`config.mk`:
```
export PLATFORM = sky130hd
export DESIGN_NAME = spi_hold_slave
export DESIGN_NICKNAME = d
export VERILOG_FILES = /design/src/rtl/spi_hold_pkg.sv /design/src/rtl/spi_in_sync.sv /design/src/rtl/spi_edge_gate.sv /design/src/rtl/spi_frame.sv /design/src/rtl/spi_tx.sv /design/src/rtl/spi_hold_slave.sv
export SDC_FILE = /design/constraint.sdc
export NUM_CORES = 1
export LEC_CHECK = 0
export BUFFER_PORTS_ARGS = -buffer_cell sky130_fd_sc_hd__buf_2
export CORE_MARGIN = 3
export CORE_UTILIZATION = 55
export CTS_BUF_LIST = sky130_fd_sc_hd__clkbuf_2
export DETAILED_ROUTE_END_ITERATION = 12
export GPL_TIMING_DRIVEN = 0
export PLACE_DENSITY = 0.9
export SLEW_MARGIN = 20
export SYNTH_ARGS = -nofsm -noshare
export SYNTH_HDL_FRONTEND = slang
export SYNTH_SLANG_ARGS = --single-unit
export TNS_END_PERCENT = 1
```
`constraint.sdc`:
```
create_clock -name clk -period 2.64 [get_ports clk]
set_clock_uncertainty 0.05 [all_clocks]
set_input_delay 0.264 -clock clk [delete_from_list [all_inputs] [get_ports clk]]
set_output_delay 0.264 -clock clk [all_outputs]
set_load 0.05 [all_outputs]
```
`src/rtl/spi_hold_pkg.sv`:
```
package spi_hold_pkg;
  typedef enum logic [2:0] {
    ST_IDLE,
    ST_DEV,
    ST_CMD,
    ST_DATA,
    ST_SKIP
  } frame_st_t;
endpackage

```
`src/rtl/spi_in_sync.sv`:
```
module spi_in_sync #(
  parameter int           W       = 1,
  parameter logic [W-1:0] RST_VAL = '0
) (
  input  logic         clk,
  input  logic         rst,
  input  logic [W-1:0] d_i,
  output logic [W-1:0] q_o
);
  for (genvar i = 0; i < W; i++) begin : g_bit
    logic meta_q, sync_q;
    always_ff @(posedge clk) begin
      if (rst) begin
        meta_q <= RST_VAL[i];
        sync_q <= RST_VAL[i];
      end else begin
        meta_q <= d_i[i];
        sync_q <= meta_q;
      end
    end
    assign q_o[i] = sync_q;
  end
endmodule

```
`src/rtl/spi_edge_gate.sv`:
```
module spi_edge_gate (
  input  logic clk,
  input  logic rst,
  input  logic sck_s,
  input  logic csn_s,
  input  logic hold_n_s,
  output logic rise_o,
  output logic fall_o,
  output logic cs_fall_o,
  output logic cs_high_o,
  output logic paused_o
);
  logic sck_d, csn_d, paused_q;

  // chip-select history resets to "selected" so a pin held low through
  // reset does not look like a fresh falling edge
  always_ff @(posedge clk) begin
    if (rst) begin
      sck_d    <= 1'b0;
      csn_d    <= 1'b0;
      paused_q <= 1'b0;
    end else begin
      sck_d <= sck_s;
      csn_d <= csn_s;
      if (csn_s)       paused_q <= 1'b0;
      else if (!sck_s) paused_q <= !hold_n_s;
    end
  end

  assign rise_o    = sck_s & ~sck_d & ~paused_q & ~csn_s;
  assign fall_o    = ~sck_s & sck_d & ~paused_q & ~csn_s;
  assign cs_fall_o = ~csn_s & csn_d;
  assign cs_high_o = csn_s;
  assign paused_o  = paused_q;
endmodule

```
`src/rtl/spi_frame.sv`:
```
module spi_frame
  import spi_hold_pkg::*;
#(
  parameter int BYTE_W = 8,
  parameter int TYPE_W = 4,
  parameter int ADDR_W = 2,
  parameter int OP_W   = 4,
  parameter int BANK_W = 2,
  parameter int REG_W  = 2,
  parameter logic [TYPE_W-1:0] DEV_TYPE = 4'b0101,
  localparam int CNT_W = $clog2(BYTE_W)
) (
  input  logic              clk,
  input  logic              rst,
  input  logic              rise_i,
  input  logic              cs_fall_i,
  input  logic              cs_high_i,
  input  logic              mosi_s,
  input  logic [ADDR_W-1:0] strap_i,
  output logic              cmd_valid_o,
  output logic [OP_W-1:0]   op_o,
  output logic [BANK_W-1:0] bank_o,
  output logic [REG_W-1:0]  reg_o,
  output logic              wr_valid_o,
  output logic [BYTE_W-1:0] wr_data_o,
  output logic              rd_phase_o,
  output logic [CNT_W-1:0]  bit_cnt_o
);
  localparam logic [CNT_W-1:0] LAST_BIT = CNT_W'(BYTE_W - 1);

  frame_st_t         state_q;
  logic [CNT_W-1:0]  cnt_q;
  logic [BYTE_W-2:0] sh_q;
  logic              is_rd_q;
  logic [BYTE_W-1:0] byte_nxt;
  logic              byte_ok;

  assign byte_nxt = {sh_q, mosi_s};
  assign byte_ok  = (byte_nxt[BYTE_W-1 -: TYPE_W] == DEV_TYPE) &&
                    (byte_nxt[BYTE_W-TYPE_W-1 -: ADDR_W] == strap_i);

  always_ff @(posedge clk) begin
    if (rst) begin
      state_q     <= ST_IDLE;
      cnt_q       <= '0;
      sh_q        <= '0;
      is_rd_q     <= 1'b0;
      cmd_valid_o <= 1'b0;
      wr_valid_o  <= 1'b0;
      op_o        <= '0;
      bank_o      <= '0;
      reg_o       <= '0;
      wr_data_o   <= '0;
    end else begin
      cmd_valid_o <= 1'b0;
      wr_valid_o  <= 1'b0;
      if (cs_high_i) begin
        state_q <= ST_IDLE;
        cnt_q   <= '0;
      end else if (cs_fall_i) begin
        state_q <= ST_DEV;
        cnt_q   <= '0;
        is_rd_q <= 1'b0;
      end else if (rise_i && (state_q == ST_DEV || state_q == ST_CMD ||
                              state_q == ST_DATA)) begin
        sh_q  <= byte_nxt[BYTE_W-2:0];
        cnt_q <= cnt_q + 1'b1;
        if (cnt_q == LAST_BIT) begin
          case (state_q)
            ST_DEV:  state_q <= byte_ok ? ST_CMD : ST_SKIP;
            ST_CMD: begin
              state_q     <= ST_DATA;
              cmd_valid_o <= 1'b1;
              op_o        <= byte_nxt[BYTE_W-1 -: OP_W];
              bank_o      <= byte_nxt[REG_W +: BANK_W];
              reg_o       <= byte_nxt[REG_W-1:0];
              is_rd_q     <= byte_nxt[BYTE_W-1];
            end
            default: begin
              state_q <= ST_SKIP;
              if (!is_rd_q) begin
                wr_valid_o <= 1'b1;
                wr_data_o  <= byte_nxt;
              end
            end
          endcase
        end
      end
    end
  end

  assign rd_phase_o = (state_q == ST_DATA) && is_rd_q;
  assign bit_cnt_o  = cnt_q;
endmodule

```
`src/rtl/spi_tx.sv`:
```
module spi_tx #(
  parameter int BYTE_W = 8
) (
  input  logic              clk,
  input  logic              rst,
  input  logic              cmd_valid_i,
  input  logic              rd_phase_i,
  input  logic              fall_i,
  input  logic              cs_high_i,
  input  logic [BYTE_W-1:0] rd_data_i,
  output logic              miso_o,
  output logic              miso_oe_o
);
  logic              cap_q;
  logic [BYTE_W-1:0] sh_q;

  always_ff @(posedge clk) begin
    if (rst) begin
      cap_q     <= 1'b0;
      sh_q      <= '0;
      miso_o    <= 1'b0;
      miso_oe_o <= 1'b0;
    end else begin
      cap_q <= cmd_valid_i & rd_phase_i;
      if (cs_high_i || !rd_phase_i) begin
        miso_o    <= 1'b0;
        miso_oe_o <= 1'b0;
      end else if (cap_q) begin
        sh_q <= rd_data_i;
      end else if (fall_i) begin
        miso_o    <= sh_q[BYTE_W-1];
        miso_oe_o <= 1'b1;
        sh_q      <= {sh_q[BYTE_W-2:0], 1'b0};
      end
    end
  end
endmodule

```
`src/rtl/spi_hold_slave.sv`:
```
module spi_hold_slave
  import spi_hold_pkg::*;
#(
  parameter int BYTE_W = 8,
  parameter int TYPE_W = 4,
  parameter int ADDR_W = 2,
  parameter int OP_W   = 4,
  parameter int BANK_W = 2,
  parameter int REG_W  = 2,
  parameter logic [TYPE_W-1:0] DEV_TYPE = 4'b0101
) (
  input  logic              clk,
  input  logic              rst,
  input  logic              sck_i,
  input  logic              csn_i,
  input  logic              hold_n_i,
  input  logic              mosi_i,
  input  logic              wp_n_i,
  input  logic [ADDR_W-1:0] strap_i,
  output logic              miso_o,
  output logic              miso_oe_o,
  output logic              cmd_valid_o,
  output logic [OP_W-1:0]   opcode_o,
  output logic [BANK_W-1:0] bank_o,
  output logic [REG_W-1:0]  reg_sel_o,
  output logic              wr_valid_o,
  output logic [BYTE_W-1:0] wr_data_o,
  input  logic [BYTE_W-1:0] rd_data_i,
  output logic              wr_protect_o
);
  localparam int CNT_W  = $clog2(BYTE_W);
  localparam int N_SYNC = 5;
  // order {wp_n, mosi, hold_n, csn, sck}
  localparam logic [N_SYNC-1:0] SYNC_RST = 5'b10100;

  logic [N_SYNC-1:0] pins_s;
  logic sck_s, csn_s, hold_n_s, mosi_s, wp_n_s;
  logic rise, fall, cs_fall, cs_high, paused, rd_phase;
  logic [CNT_W-1:0] bit_cnt;

  spi_in_sync #(.W(N_SYNC), .RST_VAL(SYNC_RST)) u_sync (
    .clk(clk), .rst(rst),
    .d_i({wp_n_i, mosi_i, hold_n_i, csn_i, sck_i}),
    .q_o(pins_s)
  );
  assign {wp_n_s, mosi_s, hold_n_s, csn_s, sck_s} = pins_s;

  spi_edge_gate u_edge (
    .clk(clk), .rst(rst),
    .sck_s(sck_s), .csn_s(csn_s), .hold_n_s(hold_n_s),
    .rise_o(rise), .fall_o(fall), .cs_fall_o(cs_fall),
    .cs_high_o(cs_high), .paused_o(paused)
  );

  spi_frame #(
    .BYTE_W(BYTE_W), .TYPE_W(TYPE_W), .ADDR_W(ADDR_W), .OP_W(OP_W),
    .BANK_W(BANK_W), .REG_W(REG_W), .DEV_TYPE(DEV_TYPE)
  ) u_frame (
    .clk(clk), .rst(rst),
    .rise_i(rise), .cs_fall_i(cs_fall), .cs_high_i(cs_high),
    .mosi_s(mosi_s), .strap_i(strap_i),
    .cmd_valid_o(cmd_valid_o), .op_o(opcode_o), .bank_o(bank_o),
    .reg_o(reg_sel_o), .wr_valid_o(wr_valid_o), .wr_data_o(wr_data_o),
    .rd_phase_o(rd_phase), .bit_cnt_o(bit_cnt)
  );

  spi_tx #(.BYTE_W(BYTE_W)) u_tx (
    .clk(clk), .rst(rst),
    .cmd_valid_i(cmd_valid_o), .rd_phase_i(rd_phase),
    .fall_i(fall), .cs_high_i(cs_high), .rd_data_i(rd_data_i),
    .miso_o(miso_o), .miso_oe_o(miso_oe_o)
  );

  always_ff @(posedge clk) begin
    if (rst) wr_protect_o <= 1'b0;
    else     wr_protect_o <= ~wp_n_s;
  end
endmodule

```
### After elaboration in Yosys (flattened, before gate mapping)

Index checks and enable logic that the tools add are counted.
W data, S select, Z words.

| word-level totals | value |
|---|---|
| flip-flop bits (word level) | 57 |
| input port bits | 17 |
| logic and storage cells | 95 |
| output and inout port bits | 21 |

| operators by class | value |
|---|---|
| eq/ne operators | 6 |
| add/subtract/negate cells | 1 |
| mux-type cells | 13 |
| reductions and logical operators | 26 |
| bitwise logic cells | 20 |

Operators with widths:

| kind | count |
|---|---|
| $mux W8 | 2 |
| $not A1 Y1 | 12 |
| $mux W1 | 9 |
| $and A1 B1 Y1 | 8 |
| $reduce_and A2 Y1 | 4 |
| $reduce_bool A2 Y1 | 4 |
| $reduce_or A7 Y1 | 1 |
| $eq A3 B2 Y1 const B | 2 |
| $pmux W3 S2 | 1 |
| $reduce_and A6 Y1 | 1 |
| $reduce_or A2 Y1 | 3 |
| $reduce_and A5 Y1 | 1 |
| $reduce_or A5 Y1 | 1 |
| $eq A4 B3 Y1 const B | 1 |
| $reduce_and A4 Y1 | 1 |
| $add A3 B1 Y3 const B | 1 |
| $eq A3 B1 Y1 const B | 1 |
| $eq A3 B3 Y1 const B | 1 |
| $logic_and A1 B1 Y1 | 3 |
| $logic_or A1 B1 Y1 | 3 |
| $mux W3 | 1 |
| $reduce_and A3 Y1 | 1 |
| $reduce_or A3 Y1 | 1 |
| $eq A2 B2 Y1 | 1 |
| $logic_not A1 Y1 | 2 |

### Longest topological paths before layout

Gate-level depths: netlist (run 1).

| depth | value |
|---|---|
| word-level depth | 7 |
| depth in mapped cells | 6 |
| mapped depth without buffers | 5 |

### By module

A second synthesis (run 1) with hierarchy kept.

| unflattened totals | value |
|---|---|
| cells, all modules | 251 |
| area, all modules | 2344.7 µm² |

Modules (own cells, without submodules):

| module | area each (µm²) | cells an instance | sequential area each (µm²) | times used |
|---|---|---|---|---|
| spi_frame | 1388.8 | 162 | 640.6 | 1 |
| spi_tx | 505.5 | 50 | 220.2 | 1 |
| spi_in_sync | 300.3 | 25 | 200.2 | 1 |
| spi_edge_gate | 126.4 | 12 | 60.1 | 1 |
| spi_hold_slave | 23.8 | 2 | 20.0 | 1 |

### Least setup slack after synthesis (run 1)

No wires, ideal clock.

| timing | value |
|---|---|
| path type | register to register |
| start | register u_frame.cnt_q[0], in the netlist u_frame.bit_cnt_o[0] |
| end | register u_frame.bank_o[0] |
| period minus slack after synthesis | 1.786 ns |
| library setup time | 0.072 ns |
| data arrival time | 1.664 ns |
| path buffers | 1 |
| stages on the path, launching flop included | 7 |
| data required time | 2.518 ns |
| path slack | 0.854 ns |
| cells stage by stage | dfxtp_1 -> ha_1 -> ha_1 -> nor4bb_1 -> and3_1 -> clkbuf_1 -> mux2i_1 |

| between the ends | value |
|---|---|
| longest elaborated chain between the ends | 2 |

RTL lines:

| item | line | text |
|---|---|---|
| start: declaration | spi_frame.sv:32 | `logic [CNT_W-1:0] cnt_q;` |
| start signal: assignment | spi_frame.sv:67 | `cnt_q <= cnt_q + 1'b1;` |
| $eq A3 B3 Y1 | spi_frame.sv:68 | `if (cnt_q == LAST_BIT) begin` |
| $reduce_and A5 Y1 (no source line) | -- |  |
| end signal: assignment | spi_frame.sv:75 | `bank_o <= byte_nxt[REG_W +: BANK_W];` |
| end: declaration | spi_frame.sv:22 | `output logic [BANK_W-1:0] bank_o,` |

Every way passes these cells.
A chain may end at the register's enable or synchronous reset.

### Final worst setup path (run 1)

| timing | value |
|---|---|
| start | register u_frame.cnt_q[0], in the netlist u_frame.bit_cnt_o[0] |
| end | register u_frame.op_o[0] |

| between the ends | value |
|---|---|
| longest elaborated chain between the ends | 2 |

RTL lines:

| item | line | text |
|---|---|---|
| $eq A3 B3 Y1 | spi_frame.sv:68 |  |
| $reduce_and A5 Y1 (no source line) | -- |  |
| end signal: assignment | spi_frame.sv:74 | `op_o <= byte_nxt[BYTE_W-1 -: OP_W];` |
| end: declaration | spi_frame.sv:21 | `output logic [OP_W-1:0] op_o,` |

Every way passes these cells.

==> results_dict.tcl, run 1 <==
set metrics [dict create \
    worstMarginPinSlew_ns 0.792 \
    place_congestion 0.804 \
    dieArea_mm2 0.00508 \
    critPathKind "reg2reg" \
    hold_viol_final 0 \
    ir_drop_mv 0.324 \
    cap_viol_max_count 0 \
    p_leak_uw 0.00111 \
    drt-total-wl_um 4740 \
    rsz0062_at_grt "no" \
    core_mm2 0.00406 \
    start_kind "flop" \
    grt_pass1_wl_um 8070 \
    avgViaCountPerCell 5.29 \
    io_pins 38 \
    r2r-start "u_frame.bit_cnt_o[0]$_SDFFE_PP0P_" \
    grtUsageMet1_pct 25.9 \
    overflow 0 \
    htreeDepth 3 \
    track_usage_pct 20.2 \
    whs_endpoint "u_tx.sh_q[4]$_SDFFE_PP0P_" \
    post_cts_buffers 0 \
    powerDensity_mw_per_mm2 510 \
    drc 0 \
    fin_crit_sh_pct 84.0 \
    drt-initial-drc-count 141 \
    cts_sinks 57 \
    whs_path_depth 4 \
    worstReg2RegEnd "u_frame.op_o[0]$_SDFFE_PP0P_" \
    required_ns 3.00 \
    root_buffer "clkbuf_2" \
    fin_area_mm2 0.00273 \
    cp.arrival_ns 2.57 \
    clk_latency_ns 0.47 \
    ant_nets 0 \
    ctsResizeCount 0 \
    met2_usage_pct 31.6 \
    fmax_mhz 451 \
    r2r_cells 5 \
    path_clk_slew_ns 0.17 \
    syn2layout_area_growth_pct 16.6 \
    cts_buffers 9 \
    place_area_mm2 0.00259 \
    grt_util_met3_pct 7.15 \
    min_path_type "in2reg" \
    synth_area_per_cell_um2 10.3 \
    min_period_ns 2.22 \
    final_common_cell "dfxtp_1" \
    setup_viol 0 \
    yosysUniqueCellTypes 41 \
    wl_per_cell_um 14.1 \
    whs_ns 0.120 \
    slew_headroom_pct 46.8 \
    status "finished clean" \
    worstHoldStart "rd_data_i[4]" \
    vias 1771 \
    hold_buffers 6 \
    grt-busiest-layer "met2" \
    fp.dieW_um 71.3 \
    setup_slack_ns 0.423 \
    start_util_pct 57.8 \
    ys_ff_latch 57 \
    cp_max_fo 5 \
    synth_fp_nets 246 \
    grt_pass1_vias 1783 \
    die_y_um 71.3 \
    tritoncts "done" \
    netlist_area_mm2 0.00234 \
    setup_tns_ns 0 \
    drive_gt1_share_pct 24.2 \
    row_count 23 \
    finalPower_uw 1390 \
    io_buffers 36 \
    grt_antenna_before_repair 0 \
    final_net_count 299 \
    yosysWarningCount 0 \
    dp_slack_ns 0.440 \
    cp-end-kind "flop" \
    grt_max_degree 11 \
    r2r_setup_slack_ns 0.42 \
    diodes 0 \
    finalMaxSlewViolations 0 \
    seq_area_frac_synth_pct 48.7 \
    dp_hpwl_um 3300 \
    synthCells 227 \
    cts_max_path_buffers 2 \
    firstDrtPassIters 5 \
    crit_start "u_frame.bit_cnt_o[0]$_SDFFE_PP0P_" \
    final_cell_mix "57 x dfxtp_1, 37 x buf_2, 32 x mux2i_1" \
]
synth_stat cells:
| library cell | n | area, µm² |
|---|---|---|
| dfxtp_1 | 57 | 1140 |
| mux2i_1 | 32 | 320 |
| nand2b_1 | 25 | 156 |
| nor2_1 | 15 | 56.3 |
| nor2b_1 | 15 | 93.8 |
| clkbuf_1 | 13 | 48.8 |
| mux2_2 | 7 | 78.8 |
| nand2_1 | 7 | 26.3 |
| a21oi_1 | 4 | 20.0 |
| inv_1 | 4 | 15.0 |
| or2_2 | 4 | 25.0 |
| nand4_1 | 3 | 18.8 |
| nor3_1 | 3 | 15.0 |
| and3_1 | 2 | 12.5 |
| and4_1 | 2 | 17.5 |
| ha_1 | 2 | 25.0 |
| nand3_1 | 2 | 10.0 |
| nor3b_1 | 2 | 15.0 |
| nor4_1 | 2 | 12.5 |
| nor4b_1 | 2 | 17.5 |
| o31ai_1 | 2 | 15.0 |
| or3b_2 | 2 | 17.5 |
| xor2_1 | 2 | 17.5 |
| a2111oi_0 | 1 | 8.76 |
| a211o_1 | 1 | 8.76 |
| a211oi_1 | 1 | 7.51 |
| a21bo_2 | 1 | 10.0 |
| a221o_1 | 1 | 10.0 |
| a311oi_1 | 1 | 8.76 |
| buf_2 | 1 | 5.00 |
| nand3b_1 | 1 | 7.51 |
| nand4b_1 | 1 | 8.76 |
| nand4bb_1 | 1 | 11.3 |
| nor4_4 | 1 | 21.3 |
| nor4bb_1 | 1 | 10.0 |
| o21ai_0 | 1 | 5.00 |
| o2bb2ai_1 | 1 | 8.76 |
| o32ai_1 | 1 | 8.76 |
| or3_1 | 1 | 6.26 |
| or4_1 | 1 | 7.51 |
| or4b_4 | 1 | 13.8 |
power breakdown:
group,switching [µW],leakage [µW],internal [µW],total [µW]
registers,5.17,0.000462,870,875
logic,37.1,0.000594,33.0,70.1
clock network,326,0.0000575,121,447
critical path: stages (launching register included):
cell,delay (ns)
dfxtp_1,0.39
ha_1,0.16
ha_1,0.17
nor4bb_1,0.66
nand3_1,0.45
mux2i_1,0.28
per-stage QoR:
step	instances	utilization (%)
after detailed placement	313	63.7
after global routing	335	67.3
after CTS	335	67.3
after floorplan	227	-
after global placement	313	63.7
final	335	67.3
metal layers:
| layer | wire, µm | vias up |
|---|---|---|
| met1 | 2170 | 816 |
| li1 | - | 897 |
| met2 | 2250 | 48 |
| met3 | 236 | 10 |
| met5 | 0 | - |
| met4 | 76 | 0 |
how the worst max path moves through the flow:
| stage | slack [ns] | to | cells after the start |
|---|---|---|---|
| detailed placement | 0.44 | u_frame.op_o[0]$_SDFFE_PP0P_ | 5 |
| CTS | 0.41 | u_frame.op_o[0]$_SDFFE_PP0P_ | 5 |
| global placement | 0.56 | u_frame.reg_o[1]$_SDFFE_PP0P_ | 5 |
| finish | 0.42 | u_frame.op_o[0]$_SDFFE_PP0P_ | 5 |
| global route | 0.26 | u_frame.op_o[0]$_SDFFE_PP0P_ | 5 |
| floorplan | 0.85 | u_frame.bank_o[0]$_SDFFE_PP0P_ | 6 |
layout make-up:
class / instances / area [µm²]
Fill cell: 314 / 1330
Sequential cell: 57 / 1140
Multi-Input combinational cell: 152 / 1130
Timing Repair Buffer: 42 / 240
Tap cell: 50 / 62.6
Buffer: 14 / 53.8
Clock buffer: 10 / 50.0
Clock inverter: 6 / 35.0
Inverter: 4 / 15.0
cells by family after synthesis:
family | Yosys count | share of synthesized area, %
and+or+nand+nor | 94 | 24.8
AOI/OAI and AO/OA | 15 | 4.75
xor gates and xnor gates | 2 | 0.748
muxes | 39 | 17.0
adders and majority gates | 2 | 1.07
buffers and inverters | 18 | 2.94
DFF | 57 | 48.7
flip-flops by register name, indices dropped and copies added (netlist names), 2 cells and up:
signal               cells
u_sync.g_bit.meta_q      5
u_frame.bit_cnt_o        3
u_tx.sh_q                8
u_frame.reg_o            2
u_frame.state_q          3
u_sync.g_bit.sync_q      5
u_frame.bank_o           2
u_frame.op_o             4
u_frame.wr_data_o        8
u_frame.sh_q             7
(Power assumes the default switching activity.)
==> run 2: changes to the inputs <==
ABC_AREA = 1   (was unset)
CORE_UTILIZATION = 52   (was 55)
PLACE_DENSITY = 0.89   (was 0.9)
clock period = 2 ns   (was 2.64 ns; I/O delays follow)
==> results_dict.tcl, run 2 <==
set metrics [dict create \
    ant_nets 0 \
    switchingPower_uw 484 \
    die_y_um 73.1 \
    fin_area_mm2 0.00279 \
    synthTopCellsByArea "dfxtp_1 49%, nand2_1 11%, nor2_1 10%" \
    slew_headroom_pct 67.7 \
    start_util_pct 56.1 \
    status "finished clean" \
    place_area_mm2 0.00259 \
    final_cell_mix "68 x nand2_1, 65 x nor2_1, 57 x dfxtp_1" \
    tritoncts "done" \
    finalMaxSlewViolations 0 \
    cp_max_fo 10 \
    synth_area_leader_cell "dfxtp_1" \
    netlist_area_mm2 0.00234 \
    synth_edf_count 0 \
    diodes 0 \
    cap_viol_max_count 0 \
    row_count 23 \
    internal_power_uw 1600 \
    synthCells 320 \
    track_usage_pct 20.0 \
    firstDrtPassIters 5 \
    min_period_ns 1.68 \
    avgViaCountPerCell 4.87 \
    cp-end-kind "flop" \
    fmax_mhz 595 \
    dp_hpwl_um 3420 \
    synth_top_area_share_pct 48.7 \
    whs_path_depth 5 \
    hold_viol_final 0 \
    critPathKind "reg2reg" \
    synthSimpleGateAreaFrac_pct 31.7 \
    cts_max_path_buffers 2 \
    grt_pass1_wl_um 8270 \
    final_net_count 394 \
    rsz0062_at_grt "no" \
    muxShareOfSynthArea_pct 0 \
    swShare_pct 23.2 \
    start_kind "flop" \
    clk_latency_ns 0.46 \
    synth-main-ff-cell "dfxtp_1" \
    setup_viol 0 \
    async_reset_ff_share_pct 0 \
    overflow 0 \
    drt-initial-drc-count 187 \
    biggestRegsByFlops "u_frame.wr_data_o x8, u_tx.sh_q x8, u_frame.sh_q x7" \
    min_path_type "in2reg" \
    synth-compound-area-share_pct 9.46 \
    synth_xor_area_share_pct 0 \
    drc 0 \
    r2r_setup_slack_ns 0.32 \
    final_common_cell "nand2_1" \
    root_buffer "clkbuf_2" \
    power.share.clock_pct 39.9 \
    synth_area_per_cell_um2 7.32 \
    worstReg2RegEnd "u_frame.op_o[0]$_SDFFE_PP0P_" \
    io_pins 38 \
    crit_end "u_frame.op_o[0]$_SDFFE_PP0P_" \
    crit_start "u_frame.bit_cnt_o[1]$_SDFFE_PP0P_" \
    synth_fp_nets 339 \
    drt-total-wl_um 4800 \
    path_clk_slew_ns 0.17 \
    drive_gt1_share_pct 20.0 \
    fin_util_pct 66.9 \
    p_leak_uw 0.00139 \
    grt_antenna_before_repair 0 \
    fillers 350 \
    io_buffers 37 \
    cp.arrival_ns 1.99 \
    wl_per_cell_um 11.2 \
    cts_sinks 57 \
    combPwrFrac_pct 4.7 \
    ys_ff_latch 57 \
    grt_pass1_vias 1953 \
    synthAdderAreaFrac_pct 1.07 \
    cts_buffers 9 \
    required_ns 2.31 \
    crit_chain "ha_1, ha_1, inv_1, nor2_2, nand3_2, nor2_1, nor2_1" \
    place_congestion 0.891 \
    instances_no_fill 430 \
    yosysWarningCount 0 \
    yosysUniqueCellTypes 27 \
    synth_top_family_by_area "simple AND/OR/NAND/NOR gates" \
    dieArea_mm2 0.00534 \
    powerDensity_mw_per_mm2 747 \
    critical_path.max_stage_delay_ns 0.37 \
    r2r_cells 7 \
    synth.most_common_cell "nand2_1" \
    seq_area_frac_synth_pct 48.7 \
    grt_max_degree 11 \
    fin_crit_sh_pct 84.0 \
    vias 2093 \
    synth_commonest_cells "68 x nand2_1, 65 x nor2_1, 57 x dfxtp_1" \
    htreeDepth 3 \
    whs_ns 0.0699 \
    ctsResizeCount 0 \
    worstMarginPinSlew_ns 0.485 \
    placed_cells 407 \
    setup_tns_ns 0 \
    fp.dieW_um 73.1 \
    slowest_stage "dfxtp_1" \
    syn2layout_area_growth_pct 19.2 \
    seqPwrFrac_pct 55.4 \
    core_mm2 0.00417 \
    r2r-start "u_frame.bit_cnt_o[1]$_SDFFE_PP0P_" \
    ir_drop_mv 0.509 \
]
[run 2: changes by cell type in the layout (fill, tap and decap cells not counted), moves of 18 or more]
cell      before  now
nand2b_1      25    0
a21oi_1        4   22
nand2_1        7   68
inv_1          4   41
nor2_1        15   65
mux2i_1       32    0
[run 2: how the worst min path moves through the flow]
stage	from	to	slack [ns]
finish	rd_data_i[6]	u_tx.sh_q[6]$_SDFFE_PP0P_	0.07
global route	rd_data_i[6]	u_tx.sh_q[6]$_SDFFE_PP0P_	0.07
CTS	rd_data_i[4]	u_tx.sh_q[4]$_SDFFE_PP0P_	0.05
detailed placement	u_sync.g_bit[4].sync_q$_SDFF_PP1_	wr_protect_o$_SDFF_PP0_	0.32
global placement	u_sync.g_bit[4].sync_q$_SDFF_PP1_	wr_protect_o$_SDFF_PP0_	0.32
floorplan	hold_n_i	u_sync.g_bit[2].meta_q$_SDFF_PP1_	0.25
[run 2: timing repair]
| item | CTS | global route |
|---|---|---|
| buffers inserted | 0 | 0 |
| endpoints found under the hold margin | 8 | 0 |
| hold buffers | 7 | 0 |
[run 2: metrics by stage]
stage	total power [µW]	setup slack, ns
after floorplan	1230	0.604
after global placement	1260	0.419
after detailed placement	1260	0.367
after CTS	2090	0.324
after global routing	2160	0.142
final	2090	0.319
[run 2: area by class of cell]
cell class                 instances  area [µm²]  area share [%]
clock buffer                      10        50.0            1.79
inverter                          45         169            6.05
buffer                             8        41.3            1.48
sequential                        57        1140            40.9
timing repair buffer              44         255            9.14
tap                               50        62.6            2.24
multi-input combinational        210         990            35.5
clock inverter                     6        82.6            2.96
[run 2: metal layers]
layer,track usage [%],vias to the layer above,share of wire (%)
met1,23.7,932,46
met3,5.79,15,5.3
met5,0,-,0
met4,11.1,0,2.7
li1,-,1096,-
met2,32.4,50,46
[run 2: cell families (layout without fill, tap and decap cells)]
group                      after synthesis  count (layout)
AOI/OAI and AO/OA                       41              41
adders and majority gates                2               2
buffers and inverters                   53             113
DFF                                     57              57
and+or+nand+nor                        167             167
[run 2: power by group through the flow]
stage / logic, µW / registers, µW / clock network (µW)
floorplan: 53.8 / 1180 / 0
global placement: 82.3 / 1180 / 0
detailed placement: 85.3 / 1180 / 0
CTS: 96.1 / 1160 / 842
global route: 110 / 1160 / 893
finish: 97.5 / 1160 / 833
[run 2: critical path, delay by kind of cell (launching register included)]
kind | cells | cell delay [ns]
and+or+nand+nor | 4 | 0.64
buffers and inverters | 1 | 0.10
DFF | 1 | 0.37
adders and majority gates | 2 | 0.43
